### src/rtl/hb_sup_pkg.sv
package hb_sup_pkg;
  localparam int NUM_BRIDGE = 3;
  localparam int NUM_SW     = 2 * NUM_BRIDGE;
  localparam int WORD_W     = 16;

  // control word fields
  localparam int CW_CLR    = 0;
  localparam int CW_SW_LSB = 1;
  localparam int CW_OC_EN  = 13;
  localparam int CW_OV_EN  = 15;

  // status word fields
  localparam int ST_TW     = 0;
  localparam int ST_SW_LSB = 1;
  localparam int ST_OVL    = 13;
  localparam int ST_UL     = 14;
  localparam int ST_PF     = 15;

  typedef logic [WORD_W-1:0] word_t;
  typedef logic [NUM_SW-1:0] sw_vec_t;
endpackage

### src/rtl/hb_dly_filter.sv
module hb_dly_filter #(
  parameter int DLY_CYC = 16
) (
  input  logic clk_i,
  input  logic rst_ni,
  input  logic restart_i,
  input  logic flag_i,
  output logic expired_o
);
  localparam int CNT_W = $clog2(DLY_CYC + 1);
  localparam logic [CNT_W-1:0] CNT_MAX = CNT_W'(DLY_CYC);

  logic [CNT_W-1:0] cnt_q;

  always_ff @(posedge clk_i or negedge rst_ni) begin
    if (!rst_ni)                  cnt_q <= '0;
    else if (restart_i || !flag_i) cnt_q <= '0;
    else if (cnt_q != CNT_MAX)    cnt_q <= cnt_q + 1'b1;
  end

  assign expired_o = (cnt_q == CNT_MAX);

  a_r2_flag_held: assert property (@(posedge clk_i) disable iff (!rst_ni)
    expired_o |-> $past(flag_i));
endmodule

### src/rtl/hb_gate_ctrl.sv
module hb_gate_ctrl
  import hb_sup_pkg::*;
(
  input  logic    clk_i,
  input  logic    rst_ni,
  input  logic    wr_i,
  input  word_t   word_i,
  input  sw_vec_t oc_exp_i,
  input  logic    uv_i,
  input  logic    ov_i,
  input  logic    tsd_i,
  output sw_vec_t sw_en_o
);
  sw_vec_t sw_cmd_q;
  sw_vec_t trip_q;
  logic    oc_en_q;
  logic    ov_en_q;
  logic    global_off;

  always_ff @(posedge clk_i or negedge rst_ni) begin
    if (!rst_ni) begin
      sw_cmd_q <= '0;
      oc_en_q  <= 1'b0;
      ov_en_q  <= 1'b0;
    end else if (wr_i) begin
      sw_cmd_q <= word_i[CW_SW_LSB +: NUM_SW];
      oc_en_q  <= word_i[CW_OC_EN];
      ov_en_q  <= word_i[CW_OV_EN];
    end
  end

  // a write releases all trips; otherwise trips accumulate
  always_ff @(posedge clk_i or negedge rst_ni) begin
    if (!rst_ni)   trip_q <= '0;
    else if (wr_i) trip_q <= '0;
    else           trip_q <= trip_q | (oc_exp_i & {NUM_SW{oc_en_q}});
  end

  assign global_off = uv_i | tsd_i | (ov_i & ov_en_q);
  assign sw_en_o    = global_off ? '0 : (sw_cmd_q & ~trip_q);

  logic unused_w;
  assign unused_w = ^{word_i[CW_CLR], word_i[CW_OC_EN-1:CW_SW_LSB+NUM_SW], word_i[14]};

  a_r3_no_trip_disabled: assert property (@(posedge clk_i) disable iff (!rst_ni)
    !oc_en_q |-> (trip_q == '0));
  a_r9_write_releases: assert property (@(posedge clk_i) disable iff (!rst_ni)
    wr_i |=> (trip_q == '0));
endmodule

### src/rtl/hb_diag_latch.sv
module hb_diag_latch
  import hb_sup_pkg::*;
(
  input  logic    clk_i,
  input  logic    rst_ni,
  input  logic    clr_i,
  input  logic    uv_i,
  input  logic    ov_i,
  input  logic    tw_i,
  input  logic    ovl_i,
  input  logic    ul_i,
  input  sw_vec_t sw_en_i,
  output word_t   status_o
);
  logic pf_q, ul_q, ovl_q, tw_q;

  // set wins over clear
  always_ff @(posedge clk_i or negedge rst_ni) begin
    if (!rst_ni) begin
      pf_q  <= 1'b0;
      ul_q  <= 1'b0;
      ovl_q <= 1'b0;
      tw_q  <= 1'b0;
    end else begin
      pf_q  <= (pf_q  & ~clr_i) | uv_i | ov_i;
      ul_q  <= (ul_q  & ~clr_i) | ul_i;
      ovl_q <= (ovl_q & ~clr_i) | ovl_i;
      tw_q  <= (tw_q  & ~clr_i) | tw_i;
    end
  end

  always_comb begin
    status_o                         = '0;
    status_o[ST_TW]                  = tw_q;
    status_o[ST_SW_LSB +: NUM_SW]    = sw_en_i;
    status_o[ST_OVL]                 = ovl_q;
    status_o[ST_UL]                  = ul_q;
    status_o[ST_PF]                  = pf_q;
  end

  a_r10_clear: assert property (@(posedge clk_i) disable iff (!rst_ni)
    (clr_i && !uv_i && !ov_i && !tw_i && !ovl_i && !ul_i)
      |=> (status_o[ST_PF] == 1'b0 && status_o[ST_UL] == 1'b0 &&
           status_o[ST_OVL] == 1'b0 && status_o[ST_TW] == 1'b0));
  a_r5_supply_latch: assert property (@(posedge clk_i) disable iff (!rst_ni)
    (uv_i || ov_i) |=> status_o[ST_PF]);
endmodule

### src/rtl/hb_fault_supervisor.sv
module hb_fault_supervisor
  import hb_sup_pkg::*;
#(
  parameter int OC_DLY_CYC = 1400,
  parameter int UL_DLY_CYC = 18500
) (
  input  logic        clk_i,
  input  logic        rst_ni,
  input  logic        cmd_valid_i,
  input  logic [15:0] cmd_word_i,
  input  logic [5:0]  oc_flag_i,
  input  logic [2:0]  ul_flag_i,
  input  logic        uv_flag_i,
  input  logic        ov_flag_i,
  input  logic        tw_flag_i,
  input  logic        tsd_flag_i,
  output logic [5:0]  sw_en_o,
  output logic [15:0] status_o
);
  sw_vec_t                oc_exp;
  logic [NUM_BRIDGE-1:0]  ul_exp;
  logic                   clr_diag;

  assign clr_diag = cmd_valid_i & cmd_word_i[CW_CLR];

  for (genvar s = 0; s < NUM_SW; s++) begin : g_oc
    hb_dly_filter #(.DLY_CYC(OC_DLY_CYC)) u_oc_filt (
      .clk_i     (clk_i),
      .rst_ni    (rst_ni),
      .restart_i (cmd_valid_i),
      .flag_i    (oc_flag_i[s]),
      .expired_o (oc_exp[s])
    );
  end

  for (genvar b = 0; b < NUM_BRIDGE; b++) begin : g_ul
    hb_dly_filter #(.DLY_CYC(UL_DLY_CYC)) u_ul_filt (
      .clk_i     (clk_i),
      .rst_ni    (rst_ni),
      .restart_i (1'b0),
      .flag_i    (ul_flag_i[b]),
      .expired_o (ul_exp[b])
    );
  end

  hb_gate_ctrl u_gate (
    .clk_i    (clk_i),
    .rst_ni   (rst_ni),
    .wr_i     (cmd_valid_i),
    .word_i   (cmd_word_i),
    .oc_exp_i (oc_exp),
    .uv_i     (uv_flag_i),
    .ov_i     (ov_flag_i),
    .tsd_i    (tsd_flag_i),
    .sw_en_o  (sw_en_o)
  );

  hb_diag_latch u_diag (
    .clk_i    (clk_i),
    .rst_ni   (rst_ni),
    .clr_i    (clr_diag),
    .uv_i     (uv_flag_i),
    .ov_i     (ov_flag_i),
    .tw_i     (tw_flag_i),
    .ovl_i    (|oc_exp),
    .ul_i     (|ul_exp),
    .sw_en_i  (sw_en_o),
    .status_o (status_o)
  );

  a_r4_uv_all_off: assert property (@(posedge clk_i) disable iff (!rst_ni)
    uv_flag_i |-> (sw_en_o == '0));
  a_r7_tsd_all_off: assert property (@(posedge clk_i) disable iff (!rst_ni)
    tsd_flag_i |-> (sw_en_o == '0));
  a_r11_status_mirror: assert property (@(posedge clk_i) disable iff (!rst_ni)
    (status_o[6:1] == sw_en_o) && (status_o[12:7] == '0));
endmodule

### config.mk
export PLATFORM = sky130hd
export DESIGN_NAME = hb_fault_supervisor
export DESIGN_NICKNAME = d
export VERILOG_FILES = /design/src/rtl/hb_sup_pkg.sv /design/src/rtl/hb_dly_filter.sv /design/src/rtl/hb_gate_ctrl.sv /design/src/rtl/hb_diag_latch.sv /design/src/rtl/hb_fault_supervisor.sv
export SDC_FILE = /design/constraint.sdc
export NUM_CORES = 1
export LEC_CHECK = 0
export CAP_MARGIN = 5
export CELL_PAD_IN_SITES_DETAIL_PLACEMENT = 1
export CELL_PAD_IN_SITES_GLOBAL_PLACEMENT = 1
export CORE_MARGIN = 2
export CORE_UTILIZATION = 31
export CTS_CLUSTER_SIZE = 8
export DETAILED_ROUTE_END_ITERATION = 8
export GPL_TIMING_DRIVEN = 0
export PLACE_DENSITY_LB_ADDON = 0.1
export SYNTH_ARGS = -nofsm -noshare
export SYNTH_HDL_FRONTEND = slang
export SYNTH_SLANG_ARGS = --single-unit
### constraint.sdc
create_clock -name clk_i -period 4.34 [get_ports clk_i]
set_clock_uncertainty 0.15 [all_clocks]
set_input_delay 0.868 -clock clk_i [delete_from_list [all_inputs] [get_ports clk_i]]
set_output_delay 0.868 -clock clk_i [all_outputs]
set_load 0.01 [all_outputs]
== Word-level counts from Yosys, hierarchy flattened ==
Index checks and enable logic that the tools add are counted.
Widths: inputs -> output; s select.

* Add/sub/neg operators: 9
* Eq/ne operators: 21
* Mux-type cells: 20
* Bitwise logic cells: 18
* Reduce and logical (&&, ||, !) cells: 20

{| class="wikitable"
|+ Operator list
! cell !! count
|-
| $mux 11 || 12
|-
| $mux 15 || 6
|-
| $add 11x1->11 const B || 6
|-
| $eq 11x11->1 const B || 6
|-
| $ne 11x11->1 const B || 6
|-
| $add 15x1->15 const B || 3
|-
| $eq 15x15->1 const B || 3
|-
| $ne 15x15->1 const B || 3
|-
| $and 6x6->6 || 2
|-
| $mux 6 || 2
|-
| $reduce_bool 2->1 || 6
|-
| $or 1x1->1 || 7
|-
| $and 1x1->1 || 6
|-
| $logic_not 1->1 || 6
|-
| $logic_or 1x1->1 || 6
|-
| $ne 2x1->1 const B || 3
|-
| $not 6->6 || 1
|-
| $or 6x6->6 || 1
|-
| $reduce_or 6->1 || 1
|-
| $reduce_or 3->1 || 1
|-
| $not 1->1 || 1
|}

* Register bits after elaboration: 129
* Output and inout bits: 22
* Logic and storage cells: 105

== Longest topological paths before layout ==
* Word-level depth: 5
* Depth in mapped cells: 7

== Modules after synthesis ==
From an unflattened synthesis, not the netlist that was laid out.

* Cell total of the unflattened synthesis: 689
* Area total of the unflattened synthesis: 6,876.6 µm²

{| class="wikitable"
|+ By module, submodules not included
! module !! times used !! cells each !! area each (µm²) !! seq. area each (µm²)
|-
| hb_dly_filter at g_oc[0].u_oc_filt ... || 6 || 62 || 595.6 || 275.3
|-
| hb_dly_filter at g_ul[0].u_ul_filt ... || 3 || 81 || 805.8 || 375.4
|-
| hb_gate_ctrl || 1 || 42 || 593.1 || 350.3
|-
| hb_diag_latch || 1 || 26 || 262.8 || 100.1
|-
| hb_fault_supervisor || 1 || 6 || 30.0 || 0.0
|}

== Least setup slack after synthesis ==
Ideal clock, no wire load.

* Kind: input to output
* Start point: input port ov_flag_i
* End point: output port sw_en_o[0]
* Arrival: 1,812 ps
* Slack: 1,510 ps
* Stages: 3
* Cells stage by stage: a211o_1 nor3b_1 buf_4

* Longest elaborated chain between the ends: 3

{| class="wikitable"
|+ Ends and longest elaborated chain
! element !! line !! source
|-
| start, declared || hb_fault_supervisor.sv:14 || <nowiki>input logic ov_flag_i,</nowiki>
|-
| $and 1x1->1 || hb_gate_ctrl.sv:39 || <nowiki>assign global_off = uv_i | tsd_i | (ov_i & ov_en_q);</nowiki>
|-
| $or 1x1->1 || hb_gate_ctrl.sv:39 ||
|-
| $mux 6 || hb_gate_ctrl.sv:40 || <nowiki>assign sw_en_o = global_off ? '0 : (sw_cmd_q & ~trip_q);</nowiki>
|-
| end, declared || hb_fault_supervisor.sv:17 || <nowiki>output logic [5:0] sw_en_o,</nowiki>
|}

Every way passes these cells.

== Final worst setup path ==
* Start point: input port ov_flag_i
* End point: output port sw_en_o[4]

The elaborated chain is that of the path after synthesis.

==> results.toml <==
[worst_setup_path]
worstSetupStartpoint = "ov_flag_i"
slowest_stage = "sky130_fd_sc_hd__clkdlybuf4s50_1"
arrival_ns = 2.93
critical_path.max_stage_delay_ns = 0.52
r2r_slack_ns = 2.39
crit_path_start_kind = "input port"
r2r.worst_path.cells = 7
path_class = "input port to output port"
crit_required_ns = 3.32
critical_path_cell_by_cell = "clkdlybuf4s50_1 -> a211o_1 -> nor3b_1 -> buf_4 -> clkdlybuf4s50_1"
r2r_start = "g_oc[5].u_oc_filt.cnt_q[0]"
worstReg2RegEnd = "g_oc[5].u_oc_filt.cnt_q[1]"
critical_path.max_fanout = 6
endpoint_kind = "output port"
cpMostUsedCell = "sky130_fd_sc_hd__clkdlybuf4s50_1"
worst_setup_path_endpoint = "sw_en_o[4]"

[power_and_ir_drop]
p_seq_share_pct = 41.4
design_power_total_mw = 3.001
power_frac_clock_pct = 53.1
power_leakage_nw = 3.417
net-switching-power_uw = 650.9
vdd_ir_drop_max_mv = 0.2314
power.switching_fraction_pct = 21.69
pwr_density_cell_nw_per_um2 = 375.2
share_comb_of_total_power_pct = 5.5
cellInternalPower_mw = 2.350

[global_route]
globalRouteTotalUtil_pct = 14.90
first_global_vias = 5221
grt_pass1_wl_um = 26230
maximum_number_of_pins_on_one_net_before_global_route_repair = 91
antenna_found_initial = 0
grt_overflow_total = 0

[floorplan]
start_util_pct = 31.35
floorplan.io_pins = 54
die_height_um = 149.3
rows = 53
die_area_um2 = 22300
core_area_um2 = 20890
die_width_um = 149.3

[cts]
cts.repair_timing.setup_buffer_count = 0
cts_inserted_buffers = 17
post_cts_hold_buffer_count = 0
clock_tree_from_tritoncts = "yes"
ctsRootBufferMaster = "sky130_fd_sc_hd__clkbuf_16"
cts_sinks = 129
clock_tree.htree_level_count = 4
clk-insertion-delay-late_ns = 0.42
post_cts_resized = 0
path_clk_slew_ns = 0.06
cts.path.max_buffers = 2

[timing]
grt_setup_unrepaired = "no"
setup-violations-final = 0
maxSlewHeadroom_pct = 53.20
maxSlewViolCount = 0
min_period_over_period_pct = 90.98
worst_pin_slew_ns = 0.7019
holdWs_ns = 0.2032
hold_viol = 0
fin_crit_ns = 3.949
max_clock_freq_mhz = 253.3

[yosys]
synth-edff-count = 0
synth-async-reset-ratio_pct = 100.0
syn-mean-instance-area_um2 = 10.09
sequential_element_share_of_the_synthesized_area_pct = 49.29
main_flop_type_after_synthesis = "sky130_fd_sc_hd__dfrtp_1"
synth.ff_latch_count = 129
post_synth_inst_count = 649
area_of_the_mapped_netlist_um2 = 6549
ys_warnings = 0
synth_cell_types = 50

[drt]
dr_vias_cell = 4.825
drt_iter0_markers = 172
wire_length_reported_by_the_detailed_router_um = 15180
route.detailed.wl_per_inst_um = 15.16
drtAntennaViolNets = 0
drc = 0
drt_pass1_iterations = 4
via_count = 4830

[layout]
drive_gt1_share_pct = 9.504
layout-area-overhead-vs-synth_pct = 22.12
finalNetCount = 764
insertedDiodeCount = 0
core_occupancy_in_the_finished_layout_pct = 38.29

[run_status]
outcome = "completed"

[place]
place.port_buffers = 40
hpwlAfterDp_um = 10570
gpl_congestion = 0.7642

[flow_run]
maxCapViolations = 0

[min_path]
hold_path.class = "input port to asynchronous set/reset pin"
stage by stage:
step                      TNS [ns]  cells  setup slack, ns  area, um^2
final                            0   1001           0.3915        7998
after global routing             0   1001           0.3129        7998
after CTS                        0   1001           0.3612        7998
after detailed placement         0    970           0.3631        7341
after global placement     -412.75    969           -3.217        7312
after floorplan                  0    654            1.510        6568
worst max-delay path, delay by kind of cell:
| kind | cells | cell delay, ns |
|---|---|---|
| buffers and inverters | 3 | 1.12 |
| AO/OA/AOI/OAI | 1 | 0.50 |
| AND/OR/NAND/NOR | 1 | 0.44 |
metal layers:
| metal | vias to the layer above | share of wire, % | GRT usage [%] | routed length (um) |
|---|---|---|---|---|
| met5 | - | 0 | 0 | 0 |
| met4 | 0 | 1.4 | 5.381 | 213 |
| met3 | 16 | 2.8 | 3.578 | 428 |
| met2 | 58 | 49 | 24.43 | 7393 |
| met1 | 2422 | 47 | 19.16 | 7142 |
| li1 | 2334 | - | - | - |
cells in the final DEF, fill, tap and decap left out, drive strengths merged, types with 18 or more instances in the layout:
master / instances
dfrtp: 129
nor2: 79
xor2: 45
nand2: 41
clkdlybuf4s50: 39
clkbuf: 36
nand3: 31
xnor2: 30
inv: 26
nand4: 25
buf: 20
and2: 19
a21oi: 18
ha: 18
synth_stat cells (all sizes together) (10+ instances only):
| cell type | count | area, um^2 |
|---|---|---|
| and3 | 14 | 87.58 |
| mux2i | 14 | 140.1 |
| nor2 | 79 | 296.5 |
| a21oi | 18 | 90.09 |
| inv | 26 | 97.59 |
| xnor2 | 30 | 262.8 |
| and2 | 19 | 118.9 |
| ha | 18 | 225.2 |
| or3 | 10 | 65.06 |
| nor3 | 13 | 70.07 |
| buf | 18 | 136.4 |
| xor2 | 45 | 394.1 |
| dfrtp | 129 | 3228 |
| nand2 | 41 | 153.9 |
| nand3 | 31 | 160.1 |
| o21ai | 15 | 75.07 |
| nand4 | 25 | 156.4 |
| nand2b | 17 | 106.4 |
| clkbuf | 13 | 48.80 |
registers in the layout (all words and copies together), names as in the netlist:
name                  flops
u_diag.ul_q               1
u_diag.tw_q               1
g_oc.u_oc_filt.cnt_q     66
u_gate.oc_en_q            1
u_gate.sw_cmd_q           6
u_diag.ovl_q              1
u_diag.pf_q               1
u_gate.ov_en_q            1
u_gate.trip_q             6
g_ul.u_ul_filt.cnt_q     45
cell type report:
cell class / count / area, um^2
Inverter: 26 / 97.59
Sequential cell: 129 / 3228
Fill cell: 2351 / 12890
Clock inverter: 8 / 148.9
Clock buffer: 23 / 508.0
Tap cell: 275 / 344.1
Timing Repair Buffer: 41 / 429.2
Multi-Input combinational cell: 468 / 3057
Buffer: 31 / 185.2
logic make-up after synthesis:
kind of cell	after synthesis	synth area share, %
other	1	0.05726
buffers and inverters	57	4.318
muxes	21	3.344
DFF	129	49.29
adders and majority gates	18	3.439
xor gates and xnor gates	75	10.03
AOI/OAI and AO/OA	46	4.051
and+or+nand+nor	302	25.47
power by group through the flow:
stage	combinational (mW)	clock [mW]	sequential (mW)
6_report	0.165	1.59	1.24
5_1_grt	0.188	1.70	1.25
4_1_cts	0.172	1.64	1.24
3_5_place_dp	0.171	0	1.26
3_3_place_gp	0.162	0	1.26
2_1_floorplan	0.0785	0	1.26
worst min-delay path by stage:
| stage | start | end | slack [ns] |
|---|---|---|---|
| 2_1_floorplan | u_diag.tw_q | u_diag.tw_q | 0.30 |
| 3_3_place_gp | u_diag.tw_q | u_diag.tw_q | 0.31 |
| 3_5_place_dp | u_diag.tw_q | u_diag.tw_q | 0.33 |
| 4_1_cts | rst_ni | g_oc[1].u_oc_filt.cnt_q[8] | 0.20 |
| 5_1_grt | rst_ni | g_oc[1].u_oc_filt.cnt_q[8] | 0.22 |
| 6_report | rst_ni | g_oc[1].u_oc_filt.cnt_q[8] | 0.20 |
Power figures use the tool's default switching activity.
